## src/rtl/adc_win_pkg.sv

```systemverilog
package adc_win_pkg;
    typedef enum logic [1:0] {
        WM_BELOW   = 2'd0,
        WM_ABOVE   = 2'd1,
        WM_INSIDE  = 2'd2,
        WM_OUTSIDE = 2'd3
    } win_mode_e;
endpackage

```

## src/rtl/adc_win_cmp.sv

```systemverilog
module adc_win_cmp #(
    parameter int FULL_W = 12,
    parameter int LOW_W  = 10
) (
    input  logic [FULL_W-1:0] data,
    input  logic              lowres,
    input  logic [1:0]        mode,
    input  logic [FULL_W-1:0] thr_lo,
    input  logic [FULL_W-1:0] thr_hi,
    output logic              hit
);
    import adc_win_pkg::*;
    localparam int SHIFT = FULL_W - LOW_W;

    logic [FULL_W-1:0] norm;
    logic              below, above;

    // scale a reduced-resolution sample up to full scale
    generate
        if (SHIFT > 0) begin : g_scale
            always_comb begin
                norm = lowres ? {data[LOW_W-1:0], {SHIFT{1'b0}}} : data;
            end
        end else begin : g_noscale
            always_comb begin
                norm = data;
            end
        end
    endgenerate

    always_comb begin
        below = norm < thr_lo;
        above = norm > thr_hi;
        unique case (win_mode_e'(mode))
            WM_BELOW:   hit = below;
            WM_ABOVE:   hit = above;
            WM_INSIDE:  hit = !below && !above;
            WM_OUTSIDE: hit = below || above;
            default:    hit = 1'b0;
        endcase
    end
endmodule

```

## src/rtl/adc_win_sel.sv

```systemverilog
module adc_win_sel #(
    parameter int CH_W = 4
) (
    input  logic            valid,
    input  logic [CH_W-1:0] chan,
    input  logic [CH_W-1:0] sel_chan,
    input  logic            all_chan,
    output logic            checked
);
    always_comb begin
        checked = valid && (all_chan || (chan == sel_chan));
    end
endmodule

```

## src/rtl/adc_win_filter.sv

```systemverilog
module adc_win_filter #(
    parameter int FILT_W = 4
) (
    input  logic              clk,
    input  logic              rst_n,
    input  logic              checked,
    input  logic              hit,
    input  logic [FILT_W-1:0] filter,
    input  logic              stat_rd,
    output logic              flag
);
    typedef struct packed {
        logic [FILT_W-1:0] cnt;
        logic              flag;
    } filt_state_t;

    filt_state_t st_d, st_q;
    logic        fire_d;

    always_comb begin
        st_d   = st_q;
        fire_d = 1'b0;
        if (checked) begin
            if (hit) begin
                if (st_q.cnt >= filter) begin
                    fire_d   = 1'b1;
                    st_d.cnt = '0;
                end else begin
                    st_d.cnt = st_q.cnt + 1'b1;
                end
            end else begin
                st_d.cnt = '0;
            end
        end
        if (fire_d)       st_d.flag = 1'b1;        // set wins
        else if (stat_rd) st_d.flag = 1'b0;
    end

    always_ff @(posedge clk) begin
        if (!rst_n) st_q <= '0;
        else        st_q <= st_d;
    end

    assign flag = st_q.flag;

    p_fire_sets_flag_r8: assert property (@(posedge clk) disable iff (!rst_n)
        (checked && hit && st_q.cnt >= filter) |=> flag);
    p_read_clears_r8: assert property (@(posedge clk) disable iff (!rst_n)
        (stat_rd && !(checked && hit)) |=> !flag);
    p_miss_resets_r6: assert property (@(posedge clk) disable iff (!rst_n)
        (checked && !hit) |=> st_q.cnt == '0);
    p_unchecked_hold_r5: assert property (@(posedge clk) disable iff (!rst_n)
        !checked |=> $stable(st_q.cnt));
    p_restart_r9: assert property (@(posedge clk) disable iff (!rst_n)
        (checked && hit && st_q.cnt >= filter) |=> st_q.cnt == '0);
    p_flag_sticky_r8: assert property (@(posedge clk) disable iff (!rst_n)
        (flag && !stat_rd) |=> flag);
endmodule

```

## src/rtl/adc_window_monitor.sv

```systemverilog
module adc_window_monitor #(
    parameter int FULL_W = 12,
    parameter int LOW_W  = 10,
    parameter int CH_W   = 4,
    parameter int FILT_W = 4
) (
    input  logic              clk,
    input  logic              rst_n,
    input  logic              res_valid,
    input  logic [CH_W-1:0]   res_chan,
    input  logic [FULL_W-1:0] res_data,
    input  logic              res_lowres,
    input  logic [1:0]        cfg_mode,
    input  logic              cfg_all_chan,
    input  logic [CH_W-1:0]   cfg_chan,
    input  logic [FILT_W-1:0] cfg_filter,
    input  logic [FULL_W-1:0] cfg_thr_lo,
    input  logic [FULL_W-1:0] cfg_thr_hi,
    input  logic              cfg_irq_en,
    input  logic              stat_rd,
    output logic              evt_flag,
    output logic              irq
);
    logic checked, hit;

    adc_win_sel #(.CH_W(CH_W)) u_sel (
        .valid    (res_valid),
        .chan     (res_chan),
        .sel_chan (cfg_chan),
        .all_chan (cfg_all_chan),
        .checked  (checked)
    );

    adc_win_cmp #(.FULL_W(FULL_W), .LOW_W(LOW_W)) u_cmp (
        .data   (res_data),
        .lowres (res_lowres),
        .mode   (cfg_mode),
        .thr_lo (cfg_thr_lo),
        .thr_hi (cfg_thr_hi),
        .hit    (hit)
    );

    adc_win_filter #(.FILT_W(FILT_W)) u_filt (
        .clk     (clk),
        .rst_n   (rst_n),
        .checked (checked),
        .hit     (hit),
        .filter  (cfg_filter),
        .stat_rd (stat_rd),
        .flag    (evt_flag)
    );

    assign irq = evt_flag && cfg_irq_en;

    p_irq_gate_r10: assert property (@(posedge clk) disable iff (!rst_n)
        irq |-> (evt_flag && cfg_irq_en));
    p_reset_clear_r11: assert property (@(posedge clk)
        !rst_n |=> !evt_flag);
endmodule

```

## config.mk

```make
export PLATFORM = sky130hd
export DESIGN_NAME = adc_window_monitor
export DESIGN_NICKNAME = d
export VERILOG_FILES = /design/src/rtl/adc_win_pkg.sv /design/src/rtl/adc_win_cmp.sv /design/src/rtl/adc_win_sel.sv /design/src/rtl/adc_win_filter.sv /design/src/rtl/adc_window_monitor.sv
export SDC_FILE = /design/constraint.sdc
export NUM_CORES = 1
export LEC_CHECK = 0
export BUFFER_PORTS_ARGS = -buffer_cell sky130_fd_sc_hd__buf_4
export CAP_MARGIN = 0
export CELL_PAD_IN_SITES_DETAIL_PLACEMENT = 0
export CELL_PAD_IN_SITES_GLOBAL_PLACEMENT = 1
export CORE_MARGIN = 2
export CORE_UTILIZATION = 23
export DETAILED_ROUTE_END_ITERATION = 6
export GPL_ROUTABILITY_DRIVEN = 0
export PLACE_DENSITY_LB_ADDON = 0.08
export SLEW_MARGIN = 0
export SYNTH_ARGS = -nofsm -noshare
export SYNTH_HDL_FRONTEND = slang
export SYNTH_SLANG_ARGS = --single-unit
```

## constraint.sdc

```tcl
create_clock -name clk -period 5 [get_ports clk]
set_clock_uncertainty 0.15 [all_clocks]
set_input_delay 1.5 -clock clk [delete_from_list [all_inputs] [get_ports clk]]
set_output_delay 1.5 -clock clk [all_outputs]
set_load 0.02 [all_outputs]
```

==> impl_metrics.yaml, run 1 <==
placement:
  dp_slack_ns: 0.968
  place_hpwl_mm: 2.89
  io_buffers: 58
die:
  die_h_um: 76
  io_pins: 59
  die_x_um: 76
  start_util_pct: 23.6
  rows: 26
  coreArea_um2: 5040
  die_area_um2: 5780
yosys:
  ys.warnings.count: 0
  synth_ff_type: "dfxtp_1"
  ys_seq_area_share_pct: 8.39
  syn-instance-count: 148
  synth_edf_count: 0
  netlist_area_um2: 1190
  synth_area_leaders: "ha_1 (29%), inv_1 (9.4%), mux2_2 (9.4%), dfxtp_1 (8.4%), a21oi_1 (5.0%)"
  synth_top_cell_area_share_pct: 29.4
  yosysUniqueCellTypes: 34
  ys_ff_latch: 5
  synth.most_common_cell: "inv_1"
  synthArstFlopShare_pct: 0
  yosys.area.top_type: "ha_1"
  yosys-top-cells-count: "inv_1 (30), ha_1 (28), a21oi_1 (12)"
  synth.avg_cell_area_um2: 8.06
  synth_nets: 233
sta:
  rsz0062_at_grt: "false"
  final_hold_viol_count: 0
  min_period_ns: 3.76
  tns_ns: 0
  hold_slack_ns: 0.339
  layout_setup_ws_ns: 1.24
  tightest_slew_ns: 0.494
  finalSetupViolations: 0
  fmax_mhz: 266
  fin_crit_sh_pct: 75.1
  max_slew_margin_pct: 66.9
  finalMaxSlewViolations: 0
clocking:
  holdBufCountCts: 0
  cts.htree.levels: 1
  clock_path_buffers: 2
  cts_sinks: 5
  cts_setup_buffers: 0
  cts_root_buf: "clkbuf_8"
  insertion_delay_ns: 0.22
  cts_resized: 0
  cts_tree: "built"
  cts_buffers: 3
  cts.clk_slew.worst_paths_ns: 0.04
setup_path:
  cp.arrival_ns: 3.73
  startpoint: "res_lowres"
  cp-start-kind: "input pin"
  r2r_start: "u_filt.st_q[1]$_SDFFE_PN0P_"
  crit_path_end_kind: "flip-flop"
  timing_worst_setup_path_type: "input pin to flip-flop"
  critPathMaxFanout: 12
  crit_required_ns: 4.97
route:
  initialDrtViolationCount: 31
  wl_per_cell_um: 11.1
  num_vias: 1237
  drt_first_pass_iters: 4
  drtAntennaViolNets: 0
  drc: 0
  vias_per_cell: 4.43
  drt-total-wl_mm: 3.09
global_routing:
  grt_pass1_wl_mm: 5.67
  grt_pass1_vias: 1262
  gr-total-overflow: 0
  grt.met1_usage_pct: 14.6
  busiest_layer: "met2"
  grt_use_met3_pct: 1.90
  grt.met2_usage_pct: 20.6
  grt_max_degree: 13
  antenna_found_initial: 0
  groute.usage.overall_pct: 11.4
outcome:
  status: "complete, no violations"
final_layout:
  antennaDiodeCount: 0
  final-seq-area_um2: 100
  drive_gt1_share_pct: 37.8
  post-route-util_pct: 34.8
  multi_input_area_um2: 976
  finalNetCount: 295
  syn_to_final_growth_pct: 47.3
  n_fill_cell: 536
hold_path:
  min_path_type: "flip-flop to flip-flop"
  min_from: "u_filt.flag$_SDFFE_PN0P_"
pwr:
  p_leak_nw: 0.921
  power_density_nw_per_um2: 136
  peakVddDrop_mv: 0.0457
job:
  drv_cap: 0
-- final timing paths --
| check | end | slack, ns | cells after the start |
|---|---|---|---|
| max | u_filt.st_q[3]$_SDFFE_PN0P_ | 1.24 | 9 |
| max reg2reg | u_filt.st_q[3]$_SDFFE_PN0P_ | 2.94 | 8 |
| min | u_filt.flag$_SDFFE_PN0P_ | 0.34 | 2 |
| min reg2reg | u_filt.flag$_SDFFE_PN0P_ | 0.34 | 2 |
-- per-stage QoR --
step	power, mW	std cells	instance area (um^2)
final	0.239	279	1760
after floorplan	0.114	148	1190
after CTS	0.244	279	1760
after global placement	0.166	275	1710
after global routing	0.264	279	1760
after detailed placement	0.167	275	1710
-- layout by cell type, fill, tap and decap left out, drive strengths merged, types with 5 or more instances in the layout --
master	synthesis	final
buf	1	58
inv	30	30
mux2	10	10
nand2	8	8
o21ai	5	5
dfxtp	5	5
a21oi	12	12
ha	28	28
nand3	5	5
o211ai	5	5
-- cells by family (layout without fill, tap and decap cells) --
kind of cell    after synthesis  count (layout)  share of synthesized area (%)
compound gates               35              35                           22.9
xor+xnor                      4               4                           2.94
fa+ha+maj                    28              28                           29.4
buf+inv                      31              92                           9.76
flops                         5               5                           8.39
mux                          10              10                           9.44
simple gates                 35              35                           17.2
-- area by class of cell --
cell class | instances | share of cell area, %
sequential | 5 | 5.70
multi-input combinational | 112 | 55.6
timing repair buffer | 58 | 24.8
clock buffer | 4 | 2.56
tap | 70 | 4.99
inverter | 30 | 6.41
-- state kept, by name, summed over array words and instances (netlist names) --
| register | flops |
|---|---|
| u_filt.flag | 1 |
| u_filt.st_q | 4 |
-- metal layers --
layer / vias to the layer above / share of wire, %
met1: 548 / 42
met4: 0 / 0
met2: 35 / 52
met3: 0 / 5.9
li1: 654 / -
met5: - / 0
-- worst max-delay path: stages --
cell	delay, ns
buf_4	0.17
mux2_2	0.37
ha_1	0.32
nand4_1	0.16
a211o_1	0.31
a31oi_2	0.24
and2_1	0.28
o21ai_2	0.10
o311ai_1	0.27
-- where the power goes --
group	switching [mW]	internal, mW
Sequential	0.000861	0.0409
Clock	0.0193	0.0547
Combinational	0.0555	0.0681
Power figures use the tool's default switching activity.
==> run 2: changes to the inputs <==
ABC_AREA = 1   (was not set)
clock period = 3.83 ns   (was 5 ns; I/O delays follow)
==> run 2 against run 1 <==
Final area shrank 2.1%. Non-clock buffer count is the same. Worst setup slack lost 0.33 ns. First-iteration DRC count shrank 55%. Critical path depth grew 5. Count of clock-buffer cells in the layout shrank 1. Cell count grew 16%. Combinational power grew 22%. Sequential power grew 30%. Power grew 27%. Worst hold slack gained 0.0013 ns. Largest power group unchanged.
==> impl_metrics.yaml, run 2 <==
final_layout:
  drive_gt1_share_pct: 25.4
  largest_reg_flops: 4
  finalInstanceArea_um2: 1720
  n_fill_cell: 551
  regMostFlops: "u_filt.st_q"
  final_common_cell: "buf_4"
  syn_to_final_growth_pct: 48.0
  finalNetCount: 342
  final_cell_count_no_fill: 323
  antennaDiodeCount: 0
  layout_common_cells: "buf_4 (58), nand2_1 (53), inv_1 (49), ha_1 (28), a21oi_1 (16)"
clocking:
  holdBufCountCts: 0
  clock_path_buffers: 2
  insertion_delay_ns: 0.23
  cts_setup_buffers: 0
  cts_sinks: 5
  cts_buffers: 3
  cts.clk_slew.worst_paths_ns: 0.04
  cts.htree.levels: 1
  cts_root_buf: "clkbuf_8"
  cts_resized: 0
  cts_tree: "built"
yosys:
  syn-instance-count: 196
  ys_ff_latch: 5
  synth_edf_count: 0
  synth_top_cell_area_share_pct: 30.1
  yosysUniqueCellTypes: 17
  synth_nets: 281
  synth.avg_cell_area_um2: 5.93
  synth_area_leaders: "ha_1 (30%), nand2_1 (17%), inv_1 (16%), dfxtp_1 (8.6%), a21oi_1 (6.9%)"
  ys.warnings.count: 0
  synth.most_common_cell: "nand2_1"
  ys_seq_area_share_pct: 8.61
  synth_ff_type: "dfxtp_1"
  yosys-top-cells-count: "nand2_1 (53), inv_1 (49), ha_1 (28)"
  synthArstFlopShare_pct: 0
  netlist_area_um2: 1160
  yosys.area.top_type: "ha_1"
sta:
  hold_slack_ns: 0.340
  fmax_mhz: 343
  finalMaxSlewViolations: 0
  tightest_slew_ns: 0.337
  finalSetupViolations: 0
  tns_ns: 0
  min_period_ns: 2.91
  max_slew_margin_pct: 77.3
  final_hold_viol_count: 0
  rsz0062_at_grt: "false"
  fin_crit_sh_pct: 76.1
global_routing:
  grt_pass1_wl_mm: 5.11
  groute.usage.overall_pct: 11.1
  antenna_found_initial: 0
  grt_max_degree: 13
  gr-total-overflow: 0
  grt_pass1_vias: 1355
setup_path:
  cp_num_buf_inv: 2
  critical-path-max-stage-delay_ns: 0.33
  cpMostUsedCell: "nand2_1"
  crit_path_end_kind: "flip-flop"
  cp-start-kind: "input pin"
  critical_path.top_delay_family: "simple AND/OR/NAND/NOR gates"
  cpMaxStageDelayCell: "ha_1"
  critPathMaxFanout: 12
  crit_required_ns: 3.83
  cp.arrival_ns: 2.91
  timing_worst_setup_path_type: "input pin to flip-flop"
  path_cells: "buf_4 -> inv_2 -> o21ai_0 -> ha_1 -> nand4_1 -> nor2_1 -> nand4_1 -> nand2_1 -> nand2_1 -> nand2_1 -> nand2_1 -> nand2_2 -> nand2_1 -> a21oi_1"
route:
  wl_per_cell_um: 9.09
  num_vias: 1300
  drtAntennaViolNets: 0
  drt-total-wl_mm: 2.94
  drc: 0
  drt_first_pass_iters: 4
  initialDrtViolationCount: 14
  vias_per_cell: 4.02
placement:
  place_inst: 319
  place_hpwl_mm: 2.74
  io_buffers: 58
  dpl_cell_area_um2: 1670
die:
  die_area_um2: 5640
  io_pins: 59
  start_util_pct: 24.3
  die_h_um: 75.1
  die_x_um: 75.1
  coreArea_um2: 4790
  rows: 25
pwr:
  power.total_mw: 0.305
  peakVddDrop_mv: 0.119
  p_leak_nw: 1.04
  power_density_nw_per_um2: 177
job:
  drv_cap: 0
outcome:
  status: "complete, no violations"
hold_path:
  min_path_type: "flip-flop to flip-flop"
[run 2: changes by cell type after synthesis, moves of 5 or more]
| cell | before | now |
|---|---|---|
| nor2_1 | 3 | 8 |
| o21ai_0 | 2 | 11 |
| inv_1 | 30 | 49 |
| nand2_1 | 8 | 53 |
| mux2_2 | 10 | 0 |
[run 2: layer usage]
metal  wire length [um]  GRT usage [%]  up-vias
met5                  0              0        -
met4                  2          0.595        0
met3                125           1.61        2
met2               1570           21.9       26
met1               1240           13.1      540
li1                   -              -      732
[run 2: metrics by stage]
step,util (%),worst slack [ns]
after floorplan,-,0.930
after global placement,35.0,0.626
after detailed placement,35.0,0.645
after CTS,35.9,0.872
after global routing,35.9,0.571
final,35.9,0.916
[run 2: final timing paths]
path,startpoint,to,slack (ns),depth (start not counted)
max,res_lowres,u_filt.st_q[3]$_SDFFE_PN0P_,0.92,14
min,u_filt.flag$_SDFFE_PN0P_,u_filt.flag$_SDFFE_PN0P_,0.34,2
max reg2reg,u_filt.st_q[1]$_SDFFE_PN0P_,u_filt.st_q[3]$_SDFFE_PN0P_,1.96,11
min reg2reg,u_filt.flag$_SDFFE_PN0P_,u_filt.flag$_SDFFE_PN0P_,0.34,2
[run 2: cells by family (layout without fill, tap and decap cells)]
| family | after synthesis | after routing | synth area share [%] |
|---|---|---|---|
| AO/OA/AOI/OAI | 31 | 31 | 14.0 |
| buffers and inverters | 52 | 112 | 16.8 |
| AND/OR/NAND/NOR | 74 | 74 | 25.9 |
| XOR/XNOR | 6 | 6 | 4.52 |
| flip-flops | 5 | 5 | 8.61 |
| adder cells (fa/ha/maj) | 28 | 28 | 30.1 |
[run 2: area by class of cell]
| class | instances | area, um^2 | share of cell area, % |
|---|---|---|---|
| Sequential cell | 5 | 100 | 5.82 |
| Inverter | 50 | 188 | 10.9 |
| Clock buffer | 3 | 41.3 | 2.40 |
| Multi-Input combinational cell | 139 | 867 | 50.4 |
| Clock inverter | 1 | 5.00 | 0.291 |
| Tap cell | 67 | 83.8 | 4.87 |
| Timing Repair Buffer | 58 | 435 | 25.3 |
[run 2: worst register-to-register path, cell delays in order (launching register included)]
cell	delay, ns
dfxtp_1	0.34
inv_1	0.09
ha_1	0.27
inv_1	0.05
a21oi_1	0.05
o21ai_1	0.12
nand2_1	0.08
a21oi_1	0.18
nand3_1	0.17
nor2_1	0.12
nand2_1	0.06
a21oi_1	0.12
[run 2: power breakdown]
part	internal [mW]	switching (mW)	total (mW)
Clock	0.0701	0.0294	0.0995
Combinational	0.0786	0.0722	0.151
Sequential	0.0535	0.000960	0.0545
==> run 3: changes to the inputs <==
clock period = 2.7 ns   (was 3.83 ns; I/O delays follow)
==> run 3 against run 2 <==
Critical path depth rose by 4. Routed wire length rose by 3.2%. Worst setup slack got worse by 0.69 ns. Non-clock buffer count rose by 4. Combinational power rose by 54%. Sequential share of layout area fell by 0.27 points. Largest cell class unchanged. Largest power group unchanged. Highest routed layer unchanged.
==> impl_metrics.yaml, run 3 (synthesized netlist as in run 2, its figures left out) <==
clocking:
  cts_setup_buffers: 0
  cts_sinks: 5
  cts.clk_slew.worst_paths_ns: 0.04
  cts_tree: "built"
  insertion_delay_ns: 0.22
  cts.htree.levels: 1
  clock_path_buffers: 2
  cts_buffers: 3
  cts_root_buf: "clkbuf_8"
setup_path:
  crit_path_end_kind: "flip-flop"
  cpMostUsedCell: "nand2_1"
  critical-path-max-stage-delay_ns: 0.32
  path_cells: "buf_6 -> buf_4 -> nand2_1 -> o21ai_2 -> ha_1 -> nand2_1 -> nand2_1 -> nand3_2 -> nand2_1 -> nand2_1 -> nand3_1 -> nand2_1 -> nand2_1 -> nand2_1 -> nand2_1 -> nand2_2 -> nand2_1 -> a21oi_1"
  critPathMaxFanout: 9
  cpMaxStageDelayCell: "ha_1"
  cp.arrival_ns: 2.47
  timing_worst_setup_path_type: "input pin to flip-flop"
  cp-start-kind: "input pin"
  crit_required_ns: 2.70
sta:
  fmax_mhz: 405
  fin_crit_sh_pct: 91.5
  min_period_ns: 2.47
  finalSetupViolations: 0
  finalMaxSlewViolations: 0
  tightest_slew_ns: 0.280
  final_hold_viol_count: 0
  tns_ns: 0
  max_slew_margin_pct: 81.1
  hold_slack_ns: 0.344
final_layout:
  final_cell_count_no_fill: 327
  finalNetCount: 346
  syn_to_final_growth_pct: 55.2
  drive_gt1_share_pct: 30.4
  final_common_cell: "buf_4"
  antennaDiodeCount: 0
  largest_reg_flops: 4
  regMostFlops: "u_filt.st_q"
  layout_common_cells: "buf_4 (61), nand2_1 (50), inv_1 (49), ha_1 (27), a21oi_1 (13)"
route:
  num_vias: 1311
  drt_first_pass_iters: 4
  drc: 0
  wl_per_cell_um: 9.26
  vias_per_cell: 4.01
  drt-total-wl_mm: 3.03
  initialDrtViolationCount: 15
  drtAntennaViolNets: 0
pwr:
  combPwrFrac_pct: 51.9
  power.total_mw: 0.448
  peakVddDrop_mv: 0.153
  p_leak_nw: 1.06
  p_clk_share_pct: 30.8
  internal-power_mw: 0.298
  power_density_nw_per_um2: 248
  p_seq_share_pct: 17.3
  p_sw_mw: 0.149
  p_sw_share_pct: 33.4
die:
  die_x_um: 75.1
  io_pins: 59
  rows: 25
  die_h_um: 75.1
  start_util_pct: 24.3
  die_area_um2: 5640
  coreArea_um2: 4790
placement:
  io_buffers: 58
  place_hpwl_mm: 2.75
  place_inst: 323
global_routing:
  grt_pass1_vias: 1281
  gr-total-overflow: 0
  antenna_found_initial: 0
  grt_max_degree: 13
  groute.usage.overall_pct: 11.0
  grt_pass1_wl_mm: 4.97
hold_path:
  min_path_type: "flip-flop to flip-flop"
outcome:
  status: "complete, no violations"
job:
  drv_cap: 0
[run 3: worst max-delay path, delay by kind of cell]
family | cells | cell delay [ns]
simple gates | 13 | 0.89
fa+ha+maj | 1 | 0.32
buf+inv | 2 | 0.26
compound gates | 2 | 0.19
[run 3: through the flow]
step / setup slack [ns] / cell area [um^2] / util (%)
after floorplan: 0.139 / 1160 / -
after CTS: 0.130 / 1750 / 36.5
after global routing: -0.0210 / 1800 / 37.7
after global placement: -0.135 / 1700 / 35.6
after detailed placement: -0.110 / 1700 / 35.6
final: 0.230 / 1800 / 37.7
[run 3: worst paths after layout]
kind | from | depth (start not counted) | slack [ns] | to
setup / recovery | res_lowres | 18 | 0.23 | u_filt.flag$_SDFFE_PN0P_
hold / removal | u_filt.flag$_SDFFE_PN0P_ | 2 | 0.34 | u_filt.flag$_SDFFE_PN0P_
setup reg to reg | u_filt.st_q[1]$_SDFFE_PN0P_ | 11 | 0.78 | u_filt.st_q[3]$_SDFFE_PN0P_
hold reg to reg | u_filt.flag$_SDFFE_PN0P_ | 2 | 0.34 | u_filt.flag$_SDFFE_PN0P_
[run 3: power groups by stage]
stage / clock network [mW] / registers, mW / logic (mW)
6_report: 0.138 / 0.0775 / 0.232
5_1_grt: 0.147 / 0.0777 / 0.271
4_1_cts: 0.143 / 0.0775 / 0.224
3_5_place_dp: 0 / 0.0786 / 0.223
3_3_place_gp: 0 / 0.0787 / 0.226
2_1_floorplan: 0 / 0.0784 / 0.123
[run 3: cell type report]
class | instances | area [um^2]
inverters | 50 | 193
repair buffers | 62 | 469
clock buffers | 4 | 45.0
fillers | 560 | 2980
flip-flops and latches | 5 | 100
well taps | 67 | 83.8
multi-input cells | 139 | 913
[run 3: what timing repair did]
action,4_1_cts,5_1_grt
endpoints found under the hold margin,0,0
hold buffers,0,0
gates resized for setup,0,22
setup endpoints to repair,0,5
[run 3: routing by layer]
layer / up-vias / part of all wire, % / GRT usage [%]
met5: - / 0 / 0
met4: 0 / 0.33 / 2.38
met3: 2 / 4.0 / 1.34
met2: 25 / 53 / 20.5
met1: 545 / 43 / 13.3
li1: 739 / - / -
